File: src/rtl/bchfix_pkg.sv
package bchfix_pkg;

  localparam int CNT_W   = 6;   // holds the largest strength, 40
  localparam int POS_W   = 13;  // width of one bit-position field
  localparam int HI_LSB  = 16;  // start of the second field in a word
  localparam int WIDX_W  = 5;   // word index: up to 20 words
  localparam int PLEN_W  = 7;   // parity byte count, up to 65

  typedef enum logic [1:0] {
    ST_CLEAN   = 2'b00,
    ST_FIXABLE = 2'b01,
    ST_FATAL   = 2'b10,
    ST_RSVD    = 2'b11
  } dec_status_e;

  function automatic logic [CNT_W-1:0] eff_strength(input logic [CNT_W-1:0] sel);
    case (sel)
      6'd8, 6'd16, 6'd24, 6'd40: return sel;
      default:                   return 6'd16;
    endcase
  endfunction

  function automatic logic [PLEN_W-1:0] parity_len(input logic [CNT_W-1:0] t);
    return PLEN_W'(13 * int'(t >> 3));
  endfunction

  function automatic logic [POS_W-1:0] pick_pos(input logic [31:0] w, input logic upper);
    return upper ? w[HI_LSB +: POS_W] : w[POS_W-1:0];
  endfunction

  function automatic logic [7:0] bit_mask(input logic [2:0] b);
    return 8'd1 << b;
  endfunction

endpackage

File: src/rtl/bchfix_strength.sv
module bchfix_strength
  import bchfix_pkg::*;
(
  input  logic [CNT_W-1:0]  t_sel,
  output logic [CNT_W-1:0]  t_eff,
  output logic [PLEN_W-1:0] p_len
);
  always_comb begin
    t_eff = eff_strength(t_sel);
    p_len = parity_len(t_eff);
  end
endmodule

File: src/rtl/bchfix_seq.sv
module bchfix_seq
  import bchfix_pkg::*;
(
  input  logic             clk,
  input  logic             rst_n,
  input  logic             start,
  input  logic [1:0]       status,
  input  logic [CNT_W-1:0] err_cnt,
  input  logic [CNT_W-1:0] t_eff,
  output logic             accept,
  output logic             run,
  output logic [CNT_W-1:0] step_idx,
  output logic             done,
  output logic             fail
);
  logic [CNT_W-1:0] n_q;
  logic [CNT_W-1:0] n_eff;
  logic             last_step;
  logic             fixable;
  logic             fatal;

  always_comb begin
    n_eff     = (err_cnt > t_eff) ? t_eff : err_cnt;
    accept    = start && !run;
    fixable   = (status == ST_FIXABLE);
    fatal     = (status == ST_FATAL) || (status == ST_RSVD);
    last_step = run && (step_idx == n_q - CNT_W'(1));
  end

  always_ff @(posedge clk) begin
    if (!rst_n) begin
      run      <= 1'b0;
      step_idx <= '0;
      n_q      <= '0;
      done     <= 1'b0;
      fail     <= 1'b0;
    end else begin
      done <= 1'b0;
      if (accept) begin
        fail     <= fatal;
        step_idx <= '0;
        n_q      <= n_eff;
        if (fixable && (n_eff != '0)) run  <= 1'b1;
        else                          done <= 1'b1;
      end else if (run) begin
        step_idx <= step_idx + CNT_W'(1);
        if (last_step) begin
          run  <= 1'b0;
          done <= 1'b1;
        end
      end
    end
  end
endmodule

File: src/rtl/bchfix_flip.sv
module bchfix_flip
  import bchfix_pkg::*;
#(
  parameter int UNIT_BYTES = 512,
  localparam int ADDR_W    = $clog2(UNIT_BYTES)
)(
  input  logic              clk,
  input  logic              rst_n,
  input  logic              clear,
  input  logic              run,
  input  logic [CNT_W-1:0]  step_idx,
  output logic [WIDX_W-1:0] loc_idx,
  input  logic [31:0]       loc_word,
  output logic [ADDR_W-1:0] buf_addr,
  input  logic [7:0]        buf_rdata,
  output logic              buf_we,
  output logic [7:0]        buf_wdata,
  output logic [CNT_W-1:0]  flip_cnt
);
  localparam int BYTE_IX_W = POS_W - 3;

  logic [POS_W-1:0]     pos;
  logic [BYTE_IX_W-1:0] byte_ix;
  logic                 in_unit;

  always_comb begin
    loc_idx = step_idx[CNT_W-1:1];
    pos     = pick_pos(loc_word, step_idx[0]);
    byte_ix = pos[POS_W-1:3];
  end

  generate
    if (UNIT_BYTES >= (1 << BYTE_IX_W)) begin : g_full
      assign in_unit = 1'b1;
    end else begin : g_part
      assign in_unit = (32'(byte_ix) < UNIT_BYTES);
    end
  endgenerate

  always_comb begin
    buf_addr  = byte_ix[ADDR_W-1:0];
    buf_we    = run && in_unit;
    buf_wdata = buf_rdata ^ bit_mask(pos[2:0]);
  end

  always_ff @(posedge clk) begin
    if (!rst_n)      flip_cnt <= '0;
    else if (clear)  flip_cnt <= '0;
    else if (buf_we) flip_cnt <= flip_cnt + CNT_W'(1);
  end
endmodule

File: src/rtl/bch_bit_fixer.sv
module bch_bit_fixer
  import bchfix_pkg::*;
#(
  parameter int UNIT_BYTES = 512,
  localparam int ADDR_W    = $clog2(UNIT_BYTES)
)(
  input  logic              clk,
  input  logic              rst_n,
  input  logic              start,
  input  logic [1:0]        dec_status,
  input  logic [CNT_W-1:0]  err_count,
  input  logic [CNT_W-1:0]  t_sel,
  output logic [WIDX_W-1:0] loc_idx,
  input  logic [31:0]       loc_word,
  output logic [ADDR_W-1:0] buf_addr,
  input  logic [7:0]        buf_rdata,
  output logic              buf_we,
  output logic [7:0]        buf_wdata,
  output logic              busy,
  output logic              done,
  output logic              uncorrectable,
  output logic [CNT_W-1:0]  flip_count,
  output logic [PLEN_W-1:0] parity_bytes
);
  logic [CNT_W-1:0] t_eff;
  logic             accept;
  logic [CNT_W-1:0] step_idx;

  bchfix_strength u_strength (
    .t_sel (t_sel),
    .t_eff (t_eff),
    .p_len (parity_bytes)
  );

  bchfix_seq u_seq (
    .clk      (clk),
    .rst_n    (rst_n),
    .start    (start),
    .status   (dec_status),
    .err_cnt  (err_count),
    .t_eff    (t_eff),
    .accept   (accept),
    .run      (busy),
    .step_idx (step_idx),
    .done     (done),
    .fail     (uncorrectable)
  );

  bchfix_flip #(.UNIT_BYTES(UNIT_BYTES)) u_flip (
    .clk       (clk),
    .rst_n     (rst_n),
    .clear     (accept),
    .run       (busy),
    .step_idx  (step_idx),
    .loc_idx   (loc_idx),
    .loc_word  (loc_word),
    .buf_addr  (buf_addr),
    .buf_rdata (buf_rdata),
    .buf_we    (buf_we),
    .buf_wdata (buf_wdata),
    .flip_cnt  (flip_count)
  );
endmodule

File: config.mk
export PLATFORM = sky130hd
export DESIGN_NAME = bch_bit_fixer
export DESIGN_NICKNAME = d
export VERILOG_FILES = /design/src/rtl/bchfix_pkg.sv /design/src/rtl/bchfix_strength.sv /design/src/rtl/bchfix_seq.sv /design/src/rtl/bchfix_flip.sv /design/src/rtl/bch_bit_fixer.sv
export SDC_FILE = /design/constraint.sdc
export NUM_CORES = 1
export LEC_CHECK = 0
export ABC_AREA = 1
export BUFFER_PORTS_ARGS = -buffer_cell sky130_fd_sc_hd__buf_2
export CORE_ASPECT_RATIO = 0.7
export CORE_MARGIN = 10
export CORE_UTILIZATION = 44
export CTS_BUF_LIST = sky130_fd_sc_hd__clkbuf_4 sky130_fd_sc_hd__clkbuf_8 sky130_fd_sc_hd__clkbuf_16
export CTS_CLUSTER_SIZE = 14
export DETAILED_ROUTE_END_ITERATION = 12
export PLACE_DENSITY = 0.87
export RECOVER_POWER = 50
export SETUP_SLACK_MARGIN = 0.02
export SKIP_LAST_GASP = 1
export SLEW_MARGIN = 20
export SYNTH_ARGS = -nofsm -noshare
export SYNTH_HDL_FRONTEND = slang
export SYNTH_SLANG_ARGS = --single-unit
File: constraint.sdc
create_clock -name clk -period 2.25 [get_ports clk]
set_input_delay 0.1125 -clock clk [delete_from_list [all_inputs] [get_ports clk]]
set_output_delay 0.1125 -clock clk [all_outputs]
set_load 0.02 [all_outputs]
; ---- Word-level counts from Yosys, hierarchy flattened
; Cells that the tools add are included.
[op_classes]
addsub = 3
n_mul = 1
magnitude_cmp = 2
eq_ne = 9
shift = 1
n_mux = 11
n_bitwise = 2
n_reduce_logical = 9
[ops]
columns = cell, n
row1 = 13-bit 2-to-1 mux, 1
row2 = "6-bit by 1-bit adder with 6-bit output, second input constant", 2
row3 = "6-bit by 5-bit equality test with 1-bit output, second input constant", 2
row4 = 6-bit 2-to-1 mux, 2
row5 = "10-bit less-than comparator, second input constant", 1
row6 = 1-bit 2-to-1 mux, 8
row7 = "1-bit by 3-bit << shifter with 8-bit output, first input constant", 1
row8 = 8-bit XOR, 1
row9 = "4-bit by 3-bit multiplier with 7-bit output, first input constant", 1
row10 = "6-bit by 4-bit equality test with 1-bit output, second input constant", 1
row11 = 6-bit equality test, 1
row12 = "6-bit equality test, second input constant", 1
row13 = 6-bit greater-than comparator, 1
row14 = 6-bit nonzero test, 1
row15 = "6-bit by 1-bit subtractor with 6-bit output, second input constant", 1
row16 = "2-bit equality test, second input constant", 2
row17 = 1-bit logical AND, 4
row18 = 4-bit OR reduction, 1
row19 = "2-bit by 1-bit equality test with 1-bit output, second input constant", 1
row20 = "2-bit by 1-bit inequality test with 1-bit output, second input constant", 1
row21 = 2-bit OR reduction, 1
row22 = 1-bit logical NOT, 1
row23 = 1-bit logical OR, 1
row24 = 1-bit inverter, 1
[totals]
register_bits = 21
input_bits = 57
out_inout_bits = 39
wordCells = 44

; ---- Longest topological paths before layout
; Gate-level depths: netlist (run 1).
[depth]
ltp_word = 9
mapped_depth = 18
depth_no_buf = 18

; ---- Hierarchy
; Synthesis (run 1) repeated with hierarchy kept, for this count alone.
[hier_totals]
hier_cells = 320
hier_area_um2 = 2065.7
[modules_own_cells]
columns = module, instances, cells_each, area_each_um2, seq_area_each_um2
row1 = bchfix_seq, 1, 150, 1038.5, 300.3
row2 = bchfix_flip, 1, 134, 789.5, 120.1
row3 = bchfix_strength, 1, 36, 237.7, 0.0

; ---- Least setup slack after synthesis (run 1)
; Ideal clock, no wire load.
[synth_timing]
path_type = input to output
startpoint = in t_sel[3]
endpoint = out parity_bytes[5]
arrival_ns = 1.950
t_required_ns = 2.138
setup_slack_ns = 0.187
cell_stages = 9
path_buffers = 0
path_cell_list = inv_1 nor2_1 nand2_1 nor2_2 inv_1 ha_1 ha_1 fa_1 xor2_1
[synth_between]
elab_chain_cells = 4
elab_cells_between_ends = 7
classes_between = mul: 1 / eq/ne: 4 / mux: 1 / reduce/logical: 1
[synth_lines]
columns = element, line_no
row1 = start: declaration, bch_bit_fixer.sv:12  ; input logic [CNT_W-1:0] t_sel,
row2 = "6-bit by 4-bit equality test with 1-bit output, or another cell as far along", bchfix_pkg.sv:17  ; case (sel)
row3 = 4-bit OR reduction, bchfix_pkg.sv:17
row4 = 6-bit 2-to-1 mux *, bchfix_pkg.sv:17
row5 = 4-bit by 3-bit multiplier with 7-bit output *, bchfix_pkg.sv:24  ; return PLEN_W'(13 * int'(t >> 3));
row6 = end: declaration, bch_bit_fixer.sv:23  ; output logic [PLEN_W-1:0] parity_bytes
; Every way passes the cells marked *; elsewhere a longest branch is shown, timed or not.

; ---- Worst setup path after layout (run 1)
; Same ends and word-level chain as after synthesis.

==> results of run 1 <==
-- cells by family after synthesis --
| kind of cell | share of synthesized area [%] |
|---|---|
| fa+ha+maj | 11.6 |
| other cells | 0.445 |
| buf+inv | 12.4 |
| compound gates | 11.4 |
| mux | 6.01 |
| flops | 24.9 |
| xor+xnor | 8.83 |
| simple gates | 24.4 |
-- registers in the layout, indices dropped and copies added (netlist names) --
| name | cells |
|---|---|
| u_flip.flip_cnt | 6 |
| u_seq.n_q | 6 |
| u_seq.step_idx | 6 |
| u_seq.done | 1 |
| u_seq.fail | 1 |
| u_seq.run | 1 |
-- power by group through the flow --
stage | clock (W) | sequential (W) | combinational [W]
after floorplan | 0 | 0.000407 | 0.000201
after global placement | 0 | 0.000405 | 0.000307
after detailed placement | 0 | 0.000406 | 0.000318
after CTS | 0.000260 | 0.000398 | 0.000320
after global routing | 0.000275 | 0.000399 | 0.000349
final | 0.000259 | 0.000398 | 0.000314
-- cells in the final DEF (no fill, tap or decap), types with 6 or more instances in the layout --
cell type and count:
xnor2_1 11, dfxtp_1 21, inv_1 38, nor2_1 14, o21ai_0 13, xor2_1 6
buf_2 71, nand3_1 17, clkbuf_1 18, mux2_2 9, a21oi_1 11, ha_1 14
nand2_1 37
-- area by class of cell --
class,count,area (um2),area share [%]
Inverter,41,154,7.00
Sequential cell,21,420,19.1
Clock buffer,4,48.8,2.22
Timing Repair Buffer,93,453,20.6
Tap cell,50,62.6,2.84
Multi-Input combinational cell,164,1060,48.2
-- metrics by stage --
step / setup slack [ns] / hold WS, ns
2_1_floorplan: 0.187 / 0.251
3_3_place_gp: 0.172 / 0.370
3_5_place_dp: 0.0929 / 0.373
4_1_cts: 0.115 / 0.0990
5_1_grt: 0.0219 / 0.0978
6_report: 0.147 / 0.0969
-- critical path, cell delays in order --
cell and delay, ns:
buf_2 0.08, inv_1 0.04, nor2_1 0.13, nand2_1 0.08, nor2_2 0.09, buf_4 0.13
inv_1 0.06, ha_1 0.27, ha_1 0.23, fa_1 0.43, xor2_1 0.17, buf_4 0.16
-- cell usage after synthesis --
cell type and instances:
inv_1 38, nand2_1 37, dfxtp_1 21, nand3_1 17, ha_1 14, nor2_1 14
o21ai_0 13, a21oi_1 11, xnor2_1 11, mux2_2 9, buf_4 6, xor2_1 6
nor3_1 4, o21ai_1 4, buf_2 2, conb_1 2, inv_2 2, nand2_2 2
nand3_2 2, nor2_2 2, nor2_4 2, nor3b_1 2, o22ai_1 2, a21o_1 1
a21oi_2 1, clkinv_1 1, fa_1 1, nand4_1 1, nor3_2 1, nor3_4 1
o211ai_1 1, o21bai_1 1, o221ai_1 1
-- worst paths after layout --
check,start,end,slack [ns],depth (start not counted)
max,t_sel[3],parity_bytes[5],0.15,12
min reg2reg,u_flip.flip_cnt[5],u_flip.flip_cnt[5],0.47,1
max reg2reg,u_seq.run,u_flip.flip_cnt[2],0.31,7
min,rst_n,u_seq.run,0.1,3
-- metal layers --
layer / track usage (%) / vias to the layer above / share of wire, %
li1: - / 919 / -
met1: 15.6 / 762 / 44
met2: 23.1 / 77 / 44
met3: 5.83 / 4 / 10
met4: 2.86 / 0 / 0.81
met5: 0 / - / 0
-- repair_timing --
action,CTS,global route
gates resized for setup,0,1
setup endpoints to repair,0,1
endpoints found under the hold margin,0,0
buffers inserted,0,1
==> results.md, run 1 <==
- Cells after synthesis: 233
- Min-delay worst type: in2reg
- Warnings from Yosys: 0
- DR vias/cell: 4.72
- Power per cell area: 441 nW/um2
- H-Tree Depth: 1
- Drc violations: 0
- Register area share after synthesis: 24.9%
- Mapped cell area: 1690 um2
- DRT Pass-1 Iters: 4
- Comb pwr share: 32.4%
- Final Critical Period: 2.10 ns
- Placed insts: 368
- Fin crit share: 93.5%
- Final number of max-transition violations: 0
- DR WL/cell: 13.3 um
- Final-layout fill cell count: 344
- Sw Ratio: 32.8%
- Final non-filler cell total: 373
- Gr usage total: 13.6%
- Rows: 18
- Int Pwr: 0.000652 W
- Die area: 6750 um2
- Via count: 1,762
- Post-Route WL: 4970 um
- Fmax: 476 MHz
- Grt total ovfl: 0
- HPWL after DPL: 4270 um
- Vias in the first global route: 1,729
- Status: complete, no violations
- Count of input and output buffers: 89
- Worst setup EP type: output pin
- Unrepaired setup endpoints after global routing: no
- Setup_tns: 0 ns
- # clock sinks: 21
- Netlist cell types: 33
- Sequential power share: 41.0%
- Slew HR: 66.3%
- Slew @ Worst Pin: 0.505 ns
- Core Util, Final: 61.0%
- Num CTS Buffers: 3
- Worst-Skew Late Latency: 0.26 ns
- Net Switching: 0.000319 W
- ANT nets after route: 0
- Initial antenna violation count: 0
- Max IR drop VDD: 0.326 mV
- Max cap viols: 0
- CTS tree: built
- RD Place Congestion: 0.944
- Max FO, Critical Path: 4
- Static leakage: 1.12 nW
- Share of cells above drive strength 1: 31.3%
- Synth area leaders: dfxtp_1 (25%), ha_1 (10%), inv_1 (8.5%)
- Clock skew: 0.00373 ns
- Chip width: 94 um
- Clock share of power: 26.6%
- FF+latch count, synth: 21
- Placed inst area: 2170 um2
- Worst Path Arrival: 1.99 ns
- Total Power: 0.000971 W
- Syn_area_per_cell: 7.24 um2
- Initial DRC Count: 62
- Final hold violations: 0
- Data required time at the worst endpoint: 2.14 ns
- Crit Path Class: in2out
- Core Region: 3600 um2
- Clock Path Buffers: 2
- Pin count of the biggest net entering global routing: 14
- Nets: 396
- Setup crit start kind: primary input
- Clock Tree Root: clkbuf_8
- Yosys top cell by area: dfxtp_1
- Starting Density: 46.8%
- Hold-fix buffers, CTS: 0
- Top cell type's share of synthesized area: 24.9%
- Die H: 71.8 um
- I/O pins: 96
- Post-layout instance area: 2200 um2
- Clock transition at path regs: 0.08 ns
- Area Growth Syn to Fin: 30.4%
- Final-report setup violation count: 0
- Diodes inserted: 0
- First-pass GRT wire length: 7720 um
(Power assumes the default switching activity.)
==> run 2: changes to the inputs <==
--- a/config.mk
+++ b/config.mk
@@ -5,7 +5,6 @@
 export SDC_FILE = /design/constraint.sdc
 export NUM_CORES = 1
 export LEC_CHECK = 0
-export ABC_AREA = 1
 export BUFFER_PORTS_ARGS = -buffer_cell sky130_fd_sc_hd__buf_2
 export CORE_ASPECT_RATIO = 0.7
 export CORE_MARGIN = 10
==> results.md, run 2 <==
- Status: complete, no violations
- Worst-Skew Late Latency: 0.26 ns
- FF+latch count, synth: 21
- Fmax: 460 MHz
- Warnings from Yosys: 0
- Netlist cell types: 39
- Syn_area_per_cell: 8.04 um2
- Mapped cell area: 1670 um2
- Top-count cell post-synth: nand2_1
- Worst Path Arrival: 2.06 ns
- Rows: 18
- Clock skew: 0.00497 ns
- Initial antenna violation count: 0
- Final number of max-transition violations: 0
- Nets: 370
- Die area: 6700 um2
- Hold-fix buffers, CTS: 0
- HPWL after DPL: 4200 um
- Place WS: -0.198 ns
- Drc violations: 0
- Data required time at the worst endpoint: 2.14 ns
- Slew HR: 58.8%
- Setup_tns: 0 ns
- Share of cells above drive strength 1: 36.4%
- Worst setup EP type: output pin
- DR WL/cell: 14.6 um
- # clock sinks: 21
- Fin crit share: 96.6%
- Gr usage total: 13.9%
- Register area share after synthesis: 25.1%
- Slew @ Worst Pin: 0.617 ns
- Final Critical Period: 2.17 ns
- Crit Path Class: in2out
- I/O pins: 96
- Vias in the first global route: 1,773
- Core Region: 3580 um2
- Cells after synthesis: 208
- Final hold violations: 0
- Die H: 71.6 um
- Unrepaired setup endpoints after global routing: yes
- Max FO, Critical Path: 2
- Clock Tree Root: clkbuf_8
- Pin count of the biggest net entering global routing: 14
- DR vias/cell: 5.21
- Diodes inserted: 0
- Placed inst area: 2170 um2
- Clock transition at path regs: 0.07 ns
- Post-synth EDFFs: 0
- Static leakage: 1.03 nW
- Starting Density: 46.7%
- Biggest regs: u_flip.flip_cnt x6, u_seq.n_q x6, u_seq.step_idx x6
- Final-report setup violation count: 0
- Initial DRC Count: 137
- Num CTS Buffers: 3
- H-Tree Depth: 1
- Post-Route WL: 5080 um
- ANT nets after route: 0
- DRT Pass-1 Iters: 4
- Top post-synthesis cells by count: nand2_1 (26), dfxtp_1 (21), nor2_1 (21)
- RD Place Congestion: 0.814
- Max IR drop VDD: 0.311 mV
- Post-synth ARST share: 0%
- Most frequent cells in the layout: buf_2 (72), nand2_1 (26), dfxtp_1 (21), nor2_1 (20), xor2_1 (16)
- Max cap viols: 0
- Top cell type's share of synthesized area: 25.1%
- Grt total ovfl: 0
- Final WS setup: 0.0774 ns
- Yosys top cell by area: dfxtp_1
- Min-delay worst type: in2reg
- CTS tree: built
- Area Growth Syn to Fin: 35.8%
- Post-layout instance area: 2270 um2
- Chip width: 93.7 um
- Commonest non-fill, non-tap cell in the layout: buf_2
- Clock Path Buffers: 2
- First-pass GRT wire length: 7880 um
- Top FF cell, synth: dfxtp_1
- Count of input and output buffers: 89
- Via count: 1,808
- Power per cell area: 424 nW/um2
- Synth area leaders: dfxtp_1 (25%), ha_1 (10%), xor2_1 (8.9%)
- Setup crit start kind: primary input
-- run 2: cell count changes after synthesis, moves of 5 or more --
cell / before / now
nand3_1: 17 / 7
xor2_1: 6 / 17
nand2_1: 37 / 26
inv_1: 38 / 11
nand4_1: 1 / 6
mux2i_1: 0 / 6
o21ai_0: 13 / 4
nor2_1: 14 / 21
-- run 2: worst paths after layout --
path	slack, ns	cells past startpoint	end	startpoint
setup reg to reg	0.45	5	u_seq.run	u_seq.n_q[0]
hold / removal	0.1	3	u_seq.fail	dec_status[1]
setup / recovery	0.08	9	parity_bytes[4]	t_sel[0]
hold reg to reg	0.46	2	u_seq.fail	u_seq.fail
-- run 2: area by class of cell --
| cell class | count | area [um2] |
|---|---|---|
| Clock buffer | 4 | 48.8 |
| Fill cell | 298 | 1310 |
| Inverter | 11 | 41.3 |
| Multi-Input combinational cell | 165 | 1200 |
| Sequential cell | 21 | 420 |
| Tap cell | 50 | 62.6 |
| Timing Repair Buffer | 96 | 492 |
-- run 2: power breakdown --
part / total [W] / internal (W) / switching [W]
sequential: 0.000401 / 0.000383 / 0.0000181
clock: 0.000257 / 0.000138 / 0.000119
combinational: 0.000305 / 0.000131 / 0.000173
-- run 2: critical path, stage by stage --
cell,delay (ns)
buf_2,0.10
or4b_4,0.55
a21o_1,0.20
inv_2,0.08
buf_4,0.11
ha_2,0.18
ha_4,0.14
fa_2,0.43
buf_6,0.14
-- run 2: cells by family after synthesis --
| group | Yosys count | share of synthesized area [%] |
|---|---|---|
| buf+inv | 24 | 6.66 |
| simple gates | 75 | 21.0 |
| mux | 16 | 10.3 |
| xor+xnor | 24 | 12.6 |
| other cells | 2 | 0.449 |
| fa+ha+maj | 15 | 11.7 |
| compound gates | 31 | 12.1 |
| flops | 21 | 25.1 |
-- run 2: layer usage --
metal,track usage [%],share of wire (%)
met2,25.7,53
met1,15.5,39
met5,0,0
met3,4.68,7.2
met4,1.68,0.89
-- run 2: repair_timing --
item	4_1_cts	5_1_grt
buffers inserted	1	1
cloned	0	1
gates resized for setup	5	8
setup endpoints to repair	2	10
pin swaps	1	5
-- run 2: through the flow --
stage          instances  utilization [%]  hold WS [ns]  power [W]
6_report             347             63.4        0.0978   0.000963
3_5_place_dp         340             60.5         0.375   0.000703
3_3_place_gp         340             60.5         0.372   0.000693
2_1_floorplan        209                -         0.249   0.000589
4_1_cts              345             62.5        0.0982   0.000962
5_1_grt              347             63.4         0.117    0.00102
==> run 3: changes to the inputs <==
==> constraint.sdc (replaced) <==
create_clock -name clk -period 2.19 [get_ports clk]
set_input_delay 0.1095 -clock clk [delete_from_list [all_inputs] [get_ports clk]]
set_output_delay 0.1095 -clock clk [all_outputs]
set_load 0.02 [all_outputs]
==> results.md, run 3 (same netlist as run 2, synthesis figures left out) <==
- Slew HR: 56.3%
- GR met1 Demand/Resource: 16.4%
- Clock Path Buffers: 2
- DR vias/cell: 5.38
- Rows: 18
- Count of input and output buffers: 89
- Via count: 1,879
- Final non-filler cell total: 349
- Power per cell area: 427 nW/um2
- Placed inst area: 2160 um2
- GRT met2 Usage: 27.3%
- DRT Pass-1 Iters: 5
- Clock Tree Root: clkbuf_8
- Crit-path slowest cell: or4b_4
- Starting Density: 46.7%
- Commonest non-fill, non-tap cell in the layout: buf_2
- Core Region: 3580 um2
- Crit Path Class: in2out
- Share of cells above drive strength 1: 39.1%
- Pin count of the biggest net entering global routing: 14
- Met3 usage: 4.27%
- Post-layout instance area: 2370 um2
- Final hold violations: 0
- Fin crit share: 100%
- Violated checks: setup timing
- ANT nets after route: 0
- Die H: 71.6 um
- Core Util, Final: 66.1%
- Max IR drop VDD: 0.342 mV
- Min-delay worst type: in2reg
- Hold-fix buffers, CTS: 0
- # clock sinks: 21
- Grt total ovfl: 0
- Nets: 372
- Fmax: 456 MHz
- Biggest regs: u_flip.flip_cnt x6, u_seq.n_q x6, u_seq.step_idx x6
- Placed insts: 338
- RD Place Congestion: 0.848
- Initial DRC Count: 195
- Die area: 6700 um2
- Chip width: 93.7 um
- Worst-Skew Late Latency: 0.27 ns
- H-Tree Depth: 1
- Final-report setup violation count: 2
- Unrepaired setup endpoints after global routing: yes
- Worst setup EP type: output pin
- Final number of max-transition violations: 0
- Setup crit start kind: primary input
- Num CTS Buffers: 3
- Crit path buffers/inverters: 4
- Final WS setup: -0.00328 ns
- Gr busiest metal: met2
- Drc violations: 0
- Static leakage: 1.06 nW
- CTS tree: built
- Post-Route WL: 5730 um
- Slew @ Worst Pin: 0.653 ns
- Initial antenna violation count: 0
- Final Critical Period: 2.19 ns
- HPWL after DPL: 4320 um
- Clock transition at path regs: 0.08 ns
- Vias in the first global route: 1,776
- CP top delay family: simple AND/OR/NAND/NOR gates
- Clock skew: 0.00125 ns
- Top cell by count, worst path: buf_6
- Max FO, Critical Path: 4
- Most frequent cells in the layout: buf_2 (72), nand2_1 (25), dfxtp_1 (21), nor2_1 (20), xor2_1 (16)
- Gr usage total: 14.7%
- Critical-path cell list: buf_6 -> or4b_4 -> nor2_4 -> nand2_2 -> inv_2 -> ha_1 -> inv_1 -> fa_2 -> buf_6
- I/O pins: 96
- Setup_tns: -0.00536 ns
- Max cap viols: 0
- First-pass GRT wire length: 8310 um
- Data required time at the worst endpoint: 2.08 ns
- DR WL/cell: 16.4 um
- Worst Path Arrival: 2.08 ns
- Status: finished, violations left
- Largest stage delay, worst path: 0.55 ns
- Area Growth Syn to Fin: 41.7%
- Diodes inserted: 0
==> run 3: worst register-to-register path: stages, from the launching register on <==
cell and delay (ns):
dfxtp_1 0.43, inv_1 0.09, ha_1 0.26, xor2_1 0.16, nor2_1 0.12, a21oi_1 0.08, a2111oi_0 0.58, o2bb2ai_1 0.17
==> run 3: final cells by class <==
class / instances / area, um2
repair buffers: 98 / 526
clock buffers: 3 / 41.3
multi-input cells: 165 / 1270
fillers: 270 / 1210
clock inverters: 1 / 5.00
inverters: 11 / 41.3
well taps: 50 / 62.6
flip-flops and latches: 21 / 420
==> run 3: per-layer routing <==
layer	share of wire [%]	vias up
li1	-	894
met1	37	851
met2	52	108
met3	8.4	26
met4	2.6	0
met5	0	-
==> run 3: through the flow <==
| stage | power (W) | worst slack [ns] | hold slack [ns] |
|---|---|---|---|
| floorplan | 0.000606 | 0.0166 | 0.246 |
| global placement | 0.000712 | -0.101 | 0.370 |
| detailed placement | 0.000722 | -0.202 | 0.383 |
| CTS | 0.000983 | -0.0108 | 0.0974 |
| global route | 0.00106 | -0.0785 | 0.113 |
| finish | 0.00101 | -0.00328 | 0.0949 |
==> run 3: final timing paths <==
kind	start	end	slack, ns	depth (start not counted)
worst max-delay path	t_sel[0]	parity_bytes[4]	-0.003	9
worst min register to register	u_seq.fail	u_seq.fail	0.46	2
worst min-delay path	dec_status[1]	u_seq.fail	0.09	3
worst max register to register	u_seq.n_q[0]	u_seq.done	0.24	7
==> run 3: repair_timing <==
item / in CTS / in global routing
buffers inserted: 4 / 3
resized for setup: 7 / 15
setup endpoints to repair: 2 / 10
cloned: 0 / 1
endpoints found under the hold margin: 0 / 0
pin swaps: 5 / 4
==> run 3: report_power, final <==
| group | switching [W] | internal (W) | total [W] |
|---|---|---|---|
| logic | 0.000192 | 0.000147 | 0.000339 |
| registers | 0.0000186 | 0.000393 | 0.000412 |
| clock network | 0.000134 | 0.000127 | 0.000261 |
